## src/rtl/wpsc_pkg.sv

```systemverilog
package wpsc_pkg;
  typedef enum logic [1:0] {
    SEQ_IDLE   = 2'd0,
    SEQ_ARMED  = 2'd1,
    SEQ_LAUNCH = 2'd2,
    SEQ_RUN    = 2'd3
  } seq_state_e;

  typedef enum logic {
    JOB_ARRAY  = 1'b0,
    JOB_STATUS = 1'b1
  } job_kind_e;

  localparam int BP_W      = 2;
  localparam int STAT_W    = 8;
  localparam int STAT_RDY  = 0;
  localparam int STAT_WEN  = 1;
  localparam int STAT_BPLO = 2;
  localparam int STAT_BPHI = 3;
endpackage

```

## src/rtl/wpsc_range_guard.sv

```systemverilog
module wpsc_range_guard #(
  parameter int ADDR_W = 9
) (
  input  logic [1:0]        level_i,
  input  logic [ADDR_W-1:0] addr_i,
  output logic              locked_o
);
  localparam int TOP = ADDR_W - 1;

  logic top_half;
  logic top_quarter;

  generate
    if (ADDR_W >= 2) begin : g_wide
      assign top_half    = addr_i[TOP];
      assign top_quarter = addr_i[TOP] & addr_i[TOP-1];
    end else begin : g_narrow
      assign top_half    = addr_i[TOP];
      assign top_quarter = addr_i[TOP];
    end
  endgenerate

  always_comb begin
    unique case (level_i)
      2'd0:    locked_o = 1'b0;
      2'd1:    locked_o = top_quarter;
      2'd2:    locked_o = top_half;
      default: locked_o = 1'b1;
    endcase
  end
endmodule

```

## src/rtl/wpsc_enable_latch.sv

```systemverilog
module wpsc_enable_latch (
  input  logic clk,
  input  logic rst_n,
  input  logic wp_allow_i,
  input  logic set_req_i,
  input  logic clr_req_i,
  input  logic auto_clr_i,
  output logic wen_o
);
  logic wen_q;
  logic drop;

  assign drop = !wp_allow_i || clr_req_i || auto_clr_i;

  always_ff @(posedge clk or negedge rst_n) begin
    if (!rst_n) begin
      wen_q <= 1'b0;
    end else if (drop) begin
      wen_q <= 1'b0;
    end else if (set_req_i) begin
      wen_q <= 1'b1;
    end
  end

  assign wen_o = wen_q;
endmodule

```

## src/rtl/wpsc_job_seq.sv

```systemverilog
module wpsc_job_seq
  import wpsc_pkg::*;
(
  input  logic            clk,
  input  logic            rst_n,
  input  logic            arr_req_i,
  input  logic            sr_req_i,
  input  logic [BP_W-1:0] bp_data_i,
  input  logic            wp_allow_i,
  input  logic            wen_i,
  input  logic            locked_i,
  input  logic            frame_end_i,
  input  logic            prog_busy_i,
  output logic            prog_start_o,
  output job_kind_e       kind_o,
  output logic            in_prog_o,
  output logic            done_o,
  output logic            bp_load_o,
  output logic [BP_W-1:0] bp_next_o
);
  seq_state_e      state_q;
  job_kind_e       kind_q;
  logic            start_q;
  logic [BP_W-1:0] bp_pend_q;
  logic            may_prog;
  logic            arr_ok;
  logic            sr_ok;

  assign may_prog = wp_allow_i && wen_i && !prog_busy_i;
  assign arr_ok   = arr_req_i && may_prog && !locked_i;
  assign sr_ok    = sr_req_i && may_prog;

  always_ff @(posedge clk or negedge rst_n) begin
    if (!rst_n) begin
      state_q   <= SEQ_IDLE;
      kind_q    <= JOB_ARRAY;
      start_q   <= 1'b0;
      bp_pend_q <= '0;
    end else begin
      start_q <= 1'b0;
      unique case (state_q)
        SEQ_IDLE: begin
          if (arr_ok) begin
            state_q <= SEQ_ARMED;
            kind_q  <= JOB_ARRAY;
          end else if (sr_ok) begin
            state_q   <= SEQ_ARMED;
            kind_q    <= JOB_STATUS;
            bp_pend_q <= bp_data_i;
          end
        end
        SEQ_ARMED: begin
          if (frame_end_i) begin
            state_q <= SEQ_LAUNCH;
            start_q <= 1'b1;
          end
        end
        SEQ_LAUNCH: begin
          if (prog_busy_i) state_q <= SEQ_RUN;
        end
        default: begin
          if (!prog_busy_i) state_q <= SEQ_IDLE;
        end
      endcase
    end
  end

  assign prog_start_o = start_q;
  assign kind_o       = kind_q;
  assign in_prog_o    = (state_q == SEQ_LAUNCH) || (state_q == SEQ_RUN);
  assign done_o       = (state_q == SEQ_RUN) && !prog_busy_i;
  assign bp_load_o    = done_o && (kind_q == JOB_STATUS);
  assign bp_next_o    = bp_pend_q;
endmodule

```

## src/rtl/wpsc_status_fmt.sv

```systemverilog
module wpsc_status_fmt
  import wpsc_pkg::*;
(
  input  logic              busy_i,
  input  logic              wen_i,
  input  logic [BP_W-1:0]   bp_i,
  output logic [STAT_W-1:0] status_o
);
  always_comb begin
    status_o = '0;
    if (busy_i) begin
      status_o = '1;
    end else begin
      status_o[STAT_WEN]  = wen_i;
      status_o[STAT_BPLO] = bp_i[0];
      status_o[STAT_BPHI] = bp_i[1];
    end
  end
endmodule

```

## src/rtl/wp_status_ctrl.sv

```systemverilog
module wp_status_ctrl
  import wpsc_pkg::*;
#(
  parameter int              ADDR_W   = 9,
  parameter logic [BP_W-1:0] BP_RESET = 2'b00
) (
  input  logic              clk,
  input  logic              rst_n,
  input  logic              wp_allow_i,
  input  logic              cmd_wen_set_i,
  input  logic              cmd_wen_clr_i,
  input  logic              cmd_arr_wr_i,
  input  logic              cmd_sr_wr_i,
  input  logic [ADDR_W-1:0] addr_i,
  input  logic [STAT_W-1:0] sr_data_i,
  input  logic              frame_end_i,
  input  logic              prog_busy_i,
  output logic              prog_start_o,
  output logic              prog_kind_o,
  output logic [STAT_W-1:0] status_o
);
  logic            wen_q;
  logic            locked;
  logic            in_prog;
  logic            busy_any;
  logic            cycle_done;
  logic            bp_load;
  logic [BP_W-1:0] bp_next;
  logic [BP_W-1:0] bp_q;
  job_kind_e       kind;
  logic            unused_sr_bits;

  assign busy_any       = in_prog || prog_busy_i;
  assign unused_sr_bits = ^{sr_data_i[7:4], sr_data_i[1:0]};

  wpsc_range_guard #(.ADDR_W(ADDR_W)) u_guard (
    .level_i  (bp_q),
    .addr_i   (addr_i),
    .locked_o (locked)
  );

  wpsc_enable_latch u_latch (
    .clk        (clk),
    .rst_n      (rst_n),
    .wp_allow_i (wp_allow_i),
    .set_req_i  (cmd_wen_set_i && !busy_any),
    .clr_req_i  (cmd_wen_clr_i && !busy_any),
    .auto_clr_i (cycle_done),
    .wen_o      (wen_q)
  );

  wpsc_job_seq u_seq (
    .clk          (clk),
    .rst_n        (rst_n),
    .arr_req_i    (cmd_arr_wr_i && !in_prog),
    .sr_req_i     (cmd_sr_wr_i && !in_prog),
    .bp_data_i    (sr_data_i[STAT_BPHI:STAT_BPLO]),
    .wp_allow_i   (wp_allow_i),
    .wen_i        (wen_q),
    .locked_i     (locked),
    .frame_end_i  (frame_end_i),
    .prog_busy_i  (prog_busy_i),
    .prog_start_o (prog_start_o),
    .kind_o       (kind),
    .in_prog_o    (in_prog),
    .done_o       (cycle_done),
    .bp_load_o    (bp_load),
    .bp_next_o    (bp_next)
  );

  always_ff @(posedge clk or negedge rst_n) begin
    if (!rst_n) begin
      bp_q <= BP_RESET;
    end else if (bp_load) begin
      bp_q <= bp_next;
    end
  end

  assign prog_kind_o = (kind == JOB_STATUS);

  wpsc_status_fmt u_fmt (
    .busy_i   (busy_any),
    .wen_i    (wen_q),
    .bp_i     (bp_q),
    .status_o (status_o)
  );
endmodule

```

## config.mk

```make
export PLATFORM = sky130hd
export DESIGN_NAME = wp_status_ctrl
export DESIGN_NICKNAME = d
export VERILOG_FILES = /design/src/rtl/wpsc_pkg.sv /design/src/rtl/wpsc_range_guard.sv /design/src/rtl/wpsc_enable_latch.sv /design/src/rtl/wpsc_job_seq.sv /design/src/rtl/wpsc_status_fmt.sv /design/src/rtl/wp_status_ctrl.sv
export SDC_FILE = /design/constraint.sdc
export NUM_CORES = 1
export LEC_CHECK = 0
export BUFFER_PORTS_ARGS = -buffer_cell sky130_fd_sc_hd__buf_2
export CAP_MARGIN = 15
export CORE_MARGIN = 5
export CORE_UTILIZATION = 41
export DETAILED_ROUTE_END_ITERATION = 8
export MAX_ROUTING_LAYER = met4
export PLACE_DENSITY = 0.8
export SLEW_MARGIN = 25
export SYNTH_ARGS = -nofsm -noshare
export SYNTH_HDL_FRONTEND = slang
export SYNTH_HIERARCHICAL = 1
export SYNTH_SLANG_ARGS = --single-unit
```

## constraint.sdc

```tcl
create_clock -name clk -period 2.65 [get_ports clk]
set_clock_uncertainty 0.05 [all_clocks]
set_input_delay 0.3975 -clock clk [delete_from_list [all_inputs] [get_ports clk]]
set_output_delay 0.3975 -clock clk [all_outputs]
set_load 0.005 [all_outputs]
```

Word level (Yosys, flattened, before mapping)
Index checks and enable logic that the tools add are counted.
{"block": "totals", "in_bits": 26, "out_inout_bits": 10, "elab_cells": 60, "register_bits": 9}
{"block": "op_classes", "n_reduce_logical": 27, "n_mux": 16, "bitwise_logic": 2, "eq_ne": 9}
{"operator": "1-bit logical AND", "n": 11}
{"operator": "2-bit 2-to-1 mux", "n": 5}
{"operator": "1-bit 2-to-1 mux", "n": 7}
{"operator": "2-bit == test, second input constant", "n": 3}
{"operator": "2-bit one-hot mux with 3 select lines", "n": 1}
{"operator": "1-bit zero test", "n": 5}
{"operator": "2-bit by 1-bit == test with 1-bit output, second input constant", "n": 2}
{"operator": "2-bit zero test", "n": 2}
{"operator": "1-bit logical OR", "n": 4}
{"operator": "4-bit 2-to-1 mux", "n": 1}
{"operator": "2-bit inequality test, second input constant", "n": 2}
{"operator": "4-bit by 1-bit inequality test with 1-bit output, second input constant", "n": 1}
{"operator": "4-bit AND reduction", "n": 1}
{"operator": "2-bit nonzero test", "n": 2}
{"operator": "3-bit 2-to-1 mux", "n": 1}
{"operator": "3-bit by 1-bit inequality test with 1-bit output, second input constant", "n": 1}
{"operator": "1-bit one-hot mux with 3 select lines", "n": 1}
{"operator": "3-bit AND reduction", "n": 1}
{"operator": "2-bit AND reduction", "n": 1}
{"operator": "1-bit AND", "n": 1}
{"operator": "1-bit NOT", "n": 1}

Longest topological paths before layout
Gate-level depths: netlist (run 1).
{"block": "depth", "word_depth": 8, "ltp_mapped": 8}

Hierarchy
The synthesis (run 1) kept the hierarchy.
{"module": "wpsc_job_seq", "seq_area_each_um2": 150.1, "n_inst": 1, "area_each_um2": 387.9, "cells_each": 33}
{"module": "wp_status_ctrl", "seq_area_each_um2": 50.0, "n_inst": 1, "area_each_um2": 113.9, "cells_each": 9}
{"module": "wpsc_status_fmt", "seq_area_each_um2": 0.0, "n_inst": 1, "area_each_um2": 56.3, "cells_each": 8}
{"module": "wpsc_enable_latch", "seq_area_each_um2": 25.0, "n_inst": 1, "area_each_um2": 43.8, "cells_each": 3}
{"module": "wpsc_range_guard", "seq_area_each_um2": 0.0, "n_inst": 1, "area_each_um2": 13.8, "cells_each": 3}

Least setup slack after synthesis (run 1)
OpenSTA, ideal clock, no wires.
{"block": "synth_timing", "kind": "register to register", "start": "register u_seq.state_q[0]", "end": "register u_seq.state_q[1]", "setup_time_ns": 0.128, "required_time_ns": 2.472, "stages_incl_launch_ff": 9, "synth_period_minus_slack_ns": 2.099, "t_arrival_ns": 1.921, "setup_slack_ns": 0.551, "path_cell_list": "dfrtp_1 inv_1 ha_1 or2_2 nor2b_1 and2b_1 o21ai_2 a211oi_2 mux2_1"}
{"block": "synth_between", "elab_chain_cells": 8, "word_cells_on_any_way": 18}
{"item": "start, declared", "line_no": "wpsc_job_seq.sv:21", "rtl": "seq_state_e state_q;"}
{"item": "start signal, assigned", "line_no": "wpsc_job_seq.sv:35", "rtl": "state_q <= SEQ_IDLE;"}
{"item": "start signal, assigned", "line_no": "wpsc_job_seq.sv:44", "rtl": "state_q <= SEQ_ARMED;"}
{"item": "start signal, assigned", "line_no": "wpsc_job_seq.sv:47", "rtl": "state_q <= SEQ_ARMED;"}
{"item": "2-bit == test", "line_no": "wpsc_job_seq.sv:70", "rtl": "assign in_prog_o = (state_q == SEQ_LAUNCH) || (state_q == SEQ_RUN);"}
{"item": "1-bit logical OR (*)", "line_no": "wpsc_job_seq.sv:70"}
{"item": "via in_prog", "line_no": "wp_status_ctrl.sv:24", "rtl": "logic in_prog;"}
{"item": "1-bit zero test (*)", "line_no": "wp_status_ctrl.sv:55, wp_status_ctrl.sv:56"}
{"item": "1-bit logical AND", "line_no": "wp_status_ctrl.sv:55", "rtl": ".arr_req_i (cmd_arr_wr_i && !in_prog),"}
{"item": "1-bit logical AND (2 in a row)", "line_no": "wpsc_job_seq.sv:30", "rtl": "assign arr_ok = arr_req_i && may_prog && !locked_i;"}
{"item": "3-bit by 1-bit inequality test with 1-bit output (no line) / 2-bit 2-to-1 mux (equally long branches)"}
{"item": "4-bit AND reduction (no line) / 2-bit one-hot mux with 3 select lines (equally long branches)"}
The timed path passes the listed nets; every way through them passes the cells marked *.
A chain may end at the register's enable or synchronous reset.

Final worst setup path (run 1)
{"block": "layout_timing", "start": "register u_seq.state_q[0]", "end": "output port status_o[3]"}
{"block": "layout_between", "elab_chain_cells": 4, "word_cells_on_any_way": 5}
{"item": "2-bit == test", "line_no": "wpsc_job_seq.sv:70"}
{"item": "1-bit logical OR (*)", "line_no": "wpsc_job_seq.sv:70"}
{"item": "via in_prog", "line_no": "wp_status_ctrl.sv:24"}
{"item": "1-bit logical OR (*)", "line_no": "wp_status_ctrl.sv:33", "rtl": "assign busy_any = in_prog || prog_busy_i;"}
{"item": "3-bit 2-to-1 mux (*)", "line_no": "wpsc_status_fmt.sv:11", "rtl": "if (busy_i) begin"}
{"item": "end, declared", "line_no": "wp_status_ctrl.sv:20", "rtl": "output logic [STAT_W-1:0] status_o"}
Marked as above.

==> impl_metrics.tcl, run 1 <==
set metrics [dict create \
    status "complete, no violations" \
    min_path_type "primary input to register" \
    diodes 0 \
    drcViolationCount 0 \
    relSlewSlack 0.823 \
    synth_area_sq_um 616 \
    critPathArrivalTime_ns 2.01 \
    synth_cell_types 26 \
    start_kind "register" \
    area_delta_synth_final_pct 20.9 \
    dpl_cell_area_sq_um 708 \
    syn_area_per_cell_sq_um 11.0 \
    cp-end-kind "output pin" \
    syn_inst 56 \
    ir_drop_mv 0.477 \
    synth-simple-area-share 0.242 \
    dr.pass1.iters 4 \
    rsz0062_at_grt "false" \
    cp_max_fo 8 \
    fin_crit_ns 2.46 \
    nets 110 \
    wirelength_mm 1.13 \
    die_x_um 48.8 \
    crit_path_start "u_seq/state_q[0]" \
    setup_viol 0 \
    synth_xor_area_frac 0 \
    synth_async_sr_flop_share 1.00 \
    power_frac_seq 0.316 \
    vias 465 \
    cts_inserted_buffers 3 \
    ys_top_cells_by_area "dfrtp_1 37%, ha_1 10%, buf_4 6.1%, mux2_1 5.5%, mux2_4 4.9%" \
    pin_count 36 \
    antenna_found_initial 0 \
    crit_path_end "status_o[3]" \
    avgRoutedWirePerCell_um 12.0 \
    place_congestion 0.756 \
    cts_root_buffer "clkbuf_4" \
    path_class "register to output pin" \
    leakage_nw 0.381 \
    ant_nets 0 \
    grt_pass1_wl_mm 2.07 \
    synth-edff-count 0 \
    finalCoreUtilization 0.506 \
    drive_gt1_frac 0.436 \
    ys_seq_area_frac 0.366 \
    rr_endpoint "u_seq/state_q[1]" \
    worstMarginPinSlew_ns 0.265 \
    reg2reg_slack_ns 0.38 \
    period_share 0.927 \
    coreArea_sq_um 1470 \
    cts_setup_buffers 0 \
    clock_power_share 0.158 \
    synth-compound-area-share 0.0854 \
    htree_levels 1 \
    synthAdderAreaFrac 0.102 \
    die_area_sq_um 2380 \
    synth_top_family_by_area "simple AND/OR/NAND/NOR gates" \
    r2r-start "u_seq/state_q[0]" \
    finalMaxSlewViolations 0 \
    overflow 0 \
    insertion_delay_ns 0.25 \
    design_area_sq_um 744 \
    start_util 0.418 \
    hp-start "sr_data_i[2]" \
    fillers 154 \
    hold_viol 0 \
    synth.mux.area_fraction 0.120 \
    grt_max_degree 10 \
    syn_nets 87 \
    ys_ff_latch 9 \
    synth_top_area_frac 0.366 \
    clkSinkCount 9 \
    swShare 0.381 \
    first_global_vias 475 \
    synth_top_cell_by_area "dfrtp_1" \
    clk_path_buf_depth 2 \
    routed_via_density 4.95 \
    max-cap-violations 0 \
    initialDrtViolationCount 5 \
    p_per_area_nw_per_um2 871 \
    fin_setup_tns_ns 0 \
    required_ns 2.20 \
    ys.flop_type "dfrtp_1" \
    timing.fmax_mhz 407 \
    yosysWarnings 6 \
    grt_usage 0.111 \
    cts_tree "yes" \
    numPortBuffers 22 \
    p_switching_uw 247 \
    clk_pin_slew_ns 0.06 \
    worstRegToRegCells 7 \
    rows 14 \
    pwr-share-comb 0.525 \
    die_y_um 48.8 \
    internal_power_uw 402 \
]
-- registers in the layout (all words and copies together), names as in the netlist --
| register | count |
|---|---|
| u_latch/wen_o | 1 |
| u_seq/prog_start_o | 1 |
| u_seq/bp_next_o | 2 |
| bp_q | 2 |
| u_seq/kind_o | 1 |
| u_seq/state_q | 2 |
-- synth_stat cells, types with 2 or more instances --
master,n
a31oi_1,2
and2_1,2
buf_4,5
dfrtp_1,9
ha_1,5
inv_1,4
mux2_1,3
mux2_4,2
nor2b_1,2
nor3b_1,2
nor4b_2,2
or2_1,4
-- layer usage --
metal  global-route usage  vias up  part of all wire
met4               0.0269        0            0.0089
met3               0.0552        2             0.093
met5                    -        -                 0
met2                0.174       18              0.50
met1                0.125      213              0.40
li1                     -      232                 -
-- cell families (layout without fill, tap and decap cells) --
group | after synthesis | in the layout
AO/OA/AOI/OAI | 7 | 7
multiplexers | 6 | 6
AND/OR/NAND/NOR | 20 | 20
adder cells (fa/ha/maj) | 5 | 5
flip-flops | 9 | 9
buffers and inverters | 9 | 31
-- per-stage QoR --
step	instances	setup WS [ns]	hold slack, ns	power (mW)
final	94	0.194	0.301	0.649
after floorplan	56	0.551	0.0519	0.481
after global placement	89	0.424	0.207	0.536
after CTS	94	0.172	0.295	0.663
after global routing	94	0.0143	0.297	0.726
after detailed placement	89	0.374	0.216	0.553
-- critical path, cell delays in order (launching register included) --
cell and delay, ns:
dfrtp_1 0.40, inv_1 0.09, ha_1 0.25, or2_2 0.36, or2_1 0.29, or2_1 0.24
buf_2 0.12
-- how the worst min path moves through the flow --
stage	end	slack [ns]	cells past startpoint
floorplan	bp_q[0]	0.05	0
global placement	bp_q[0]	0.21	1
detailed placement	bp_q[0]	0.22	1
CTS	u_seq/bp_next_o[0]	0.30	2
global route	u_seq/bp_next_o[0]	0.30	2
finish	u_seq/bp_next_o[0]	0.30	2
-- timing repair --
action / in CTS / in global routing
gates resized for setup: 0 / 0
hold endpoints to repair: 9 / 0
hold buffers: 1 / 0
endpoints found under the setup margin: 0 / 0
-- cell type report --
cell class              instances  area [sq um]  share of cell area
inverters                       4          15.0              0.0202
flip-flops and latches          9           225               0.303
multi-input cells              38           338               0.454
repair buffers                 23           120               0.161
clock buffers                   4          26.3              0.0353
well taps                      16          20.0              0.0269
-- power groups by stage --
stage                     Clock [mW]  Sequential, mW  Combinational, mW
after floorplan                    0           0.202              0.279
after global placement             0           0.205              0.331
after detailed placement           0           0.209              0.345
after CTS                      0.111           0.206              0.346
after global routing           0.117           0.215              0.394
final                          0.103           0.205              0.341
-- cells in the final DEF, fill, tap and decap left out, drive strengths merged --
cell type    instances
nor3b                2
nor4b                2
ha                   5
and2                 2
nor2                 1
nor2b                2
nand3                1
a211oi               1
o21bai               1
mux2                 5
dfrtp                9
dlygate4sd3          1
nand4b               1
buf                 22
mux2i                1
o22ai                1
clkbuf               4
and3b                1
or2                  5
and2b                2
o21ai                2
inv                  4
a31oi                2
nand2                1
Note: power is estimated with default switching activity, not from simulation.
==> inputs of run 2 (changes only) <==
CORE_UTILIZATION = 40   (was 41)
PLACE_DENSITY = 0.78   (was 0.8)
clock period = 2.35 ns   (was 2.65 ns; I/O delays follow)
==> impl_metrics.tcl, run 2 (synthesis results as in run 1) <==
set metrics [dict create \
    first_global_vias 491 \
    swShare 0.384 \
    crit_slowest_cell "dfrtp_1" \
    fillers 145 \
    place_congestion 0.799 \
    routed_via_density 4.92 \
    critPathMaxStageDelay_ns 0.39 \
    ir_drop_mv 0.640 \
    cp_cell_sequence "buf_4, ha_1, or2_4, or2_4, or2_1, buf_2" \
    avgRoutedWirePerCell_um 13.3 \
    grt_usage 0.122 \
    clk_pin_slew_ns 0.07 \
    drive_gt1_frac 0.488 \
    ant_nets 0 \
    cp_max_fo 8 \
    period_share 0.963 \
    cts_root_buffer "clkbuf_4" \
    cts_inserted_buffers 3 \
    numPortBuffers 22 \
    fin_cells 96 \
    start_kind "register" \
    insertion_delay_ns 0.26 \
    cts_tree "yes" \
    fin_setup_tns_ns 0 \
    coreArea_sq_um 1490 \
    min_path_type "primary input to register" \
    internal_power_uw 487 \
    fin_crit_ns 2.26 \
    finalMaxSlewViolations 0 \
    rows 14 \
    timing.fmax_mhz 442 \
    rsz0062_at_grt "false" \
    vias 472 \
    overflow 0 \
    die_area_sq_um 2420 \
    critPathArrivalTime_ns 1.86 \
    pwr-share-comb 0.558 \
    required_ns 1.95 \
    layout_commonest_cell "buf_2" \
    grt_pass1_wl_mm 2.19 \
    dp.cells 89 \
    total_power_uw 791 \
    dr.pass1.iters 2 \
    hold_viol 0 \
    htree_levels 1 \
    power_frac_seq 0.286 \
    p_switching_uw 303 \
    clk_path_buf_depth 2 \
    die_y_um 49.2 \
    leakage_nw 0.393 \
    clock_power_share 0.156 \
    dp_hpwl_um 987 \
    antenna_found_initial 0 \
    max-cap-violations 0 \
    worstMarginPinSlew_ns 0.292 \
    drcViolationCount 0 \
    pin_count 36 \
    final_cell_mix "22 x buf_2, 9 x dfrtp_1, 4 x inv_1, 4 x ha_1" \
    nets 112 \
    start_util 0.413 \
    grt_max_degree 10 \
    wirelength_mm 1.28 \
    cp_common_cell "or2_4" \
    diodes 0 \
    status "complete, no violations" \
    clkSinkCount 9 \
    path_class "register to output pin" \
    setup_viol 0 \
    initialDrtViolationCount 4 \
    p_per_area_nw_per_um2 1030 \
    area_delta_synth_final_pct 24.8 \
    relSlewSlack 0.805 \
    die_x_um 49.2 \
    cp-end-kind "output pin" \
]
## run 2: final timing paths
kind                       slack [ns]               start  cells past startpoint            endpoint
max                              0.09    u_seq/state_q[0]                      6         status_o[2]
min                              0.25        sr_data_i[2]                      2  u_seq/bp_next_o[0]
max reg2reg                      0.20    u_seq/state_q[0]                      8    u_seq/state_q[1]
min reg2reg                      0.45  u_seq/bp_next_o[0]                      1  u_seq/bp_next_o[0]
max in group asynchronous        1.63               rst_n                      2    u_seq/state_q[0]
min in group asynchronous        0.43               rst_n                      2             bp_q[0]
## run 2: layer usage
metal	part of all wire	wire length [um]	vias to the layer above	track usage
met5	0	0	-	-
met4	0.0031	4	0	0.0673
met3	0.095	121	2	0.0306
met2	0.52	658	17	0.204
met1	0.39	493	216	0.128
li1	-	-	237	-
## run 2: metrics by stage
stage	area, sq um	setup slack, ns	util	hold slack (ns)
final	768	0.0874	0.516	0.250
after global routing	768	0.0176	0.516	0.248
after CTS	763	0.00450	0.513	0.243
after detailed placement	708	0.0814	0.476	0.171
after global placement	708	0.108	0.476	0.162
after floorplan	616	0.251	-	0.00691
## run 2: area by class of cell
class                           count  area [sq um]  share of cell area
Clock buffer                        3          22.5              0.0293
Clock inverter                      1          5.00             0.00651
Inverter                            4          15.0              0.0195
Multi-Input combinational cell     38           345               0.450
Sequential cell                     9           225               0.293
Tap cell                           16          20.0              0.0261
Timing Repair Buffer               25           135               0.176
## run 2: power by group through the flow
stage          Sequential [mW]  Clock, mW  Combinational, mW
2_1_floorplan            0.228          0              0.314
3_3_place_gp             0.232          0              0.376
3_5_place_dp             0.235          0              0.390
4_1_cts                  0.226      0.128              0.431
5_1_grt                  0.234      0.140              0.496
6_report                 0.226      0.123              0.441
## run 2: timing repair
action	4_1_cts	5_1_grt
resized for setup	1	2
hold buffers	1	0
buffers inserted	2	0
endpoints found under the hold margin	9	0
setup endpoints to repair	3	3
## run 2: critical path, delay by kind of cell (launching register included)
family,cells,cell delay [ns]
simple gates,3,0.74
flops,1,0.39
buf+inv,2,0.27
fa+ha+maj,1,0.20
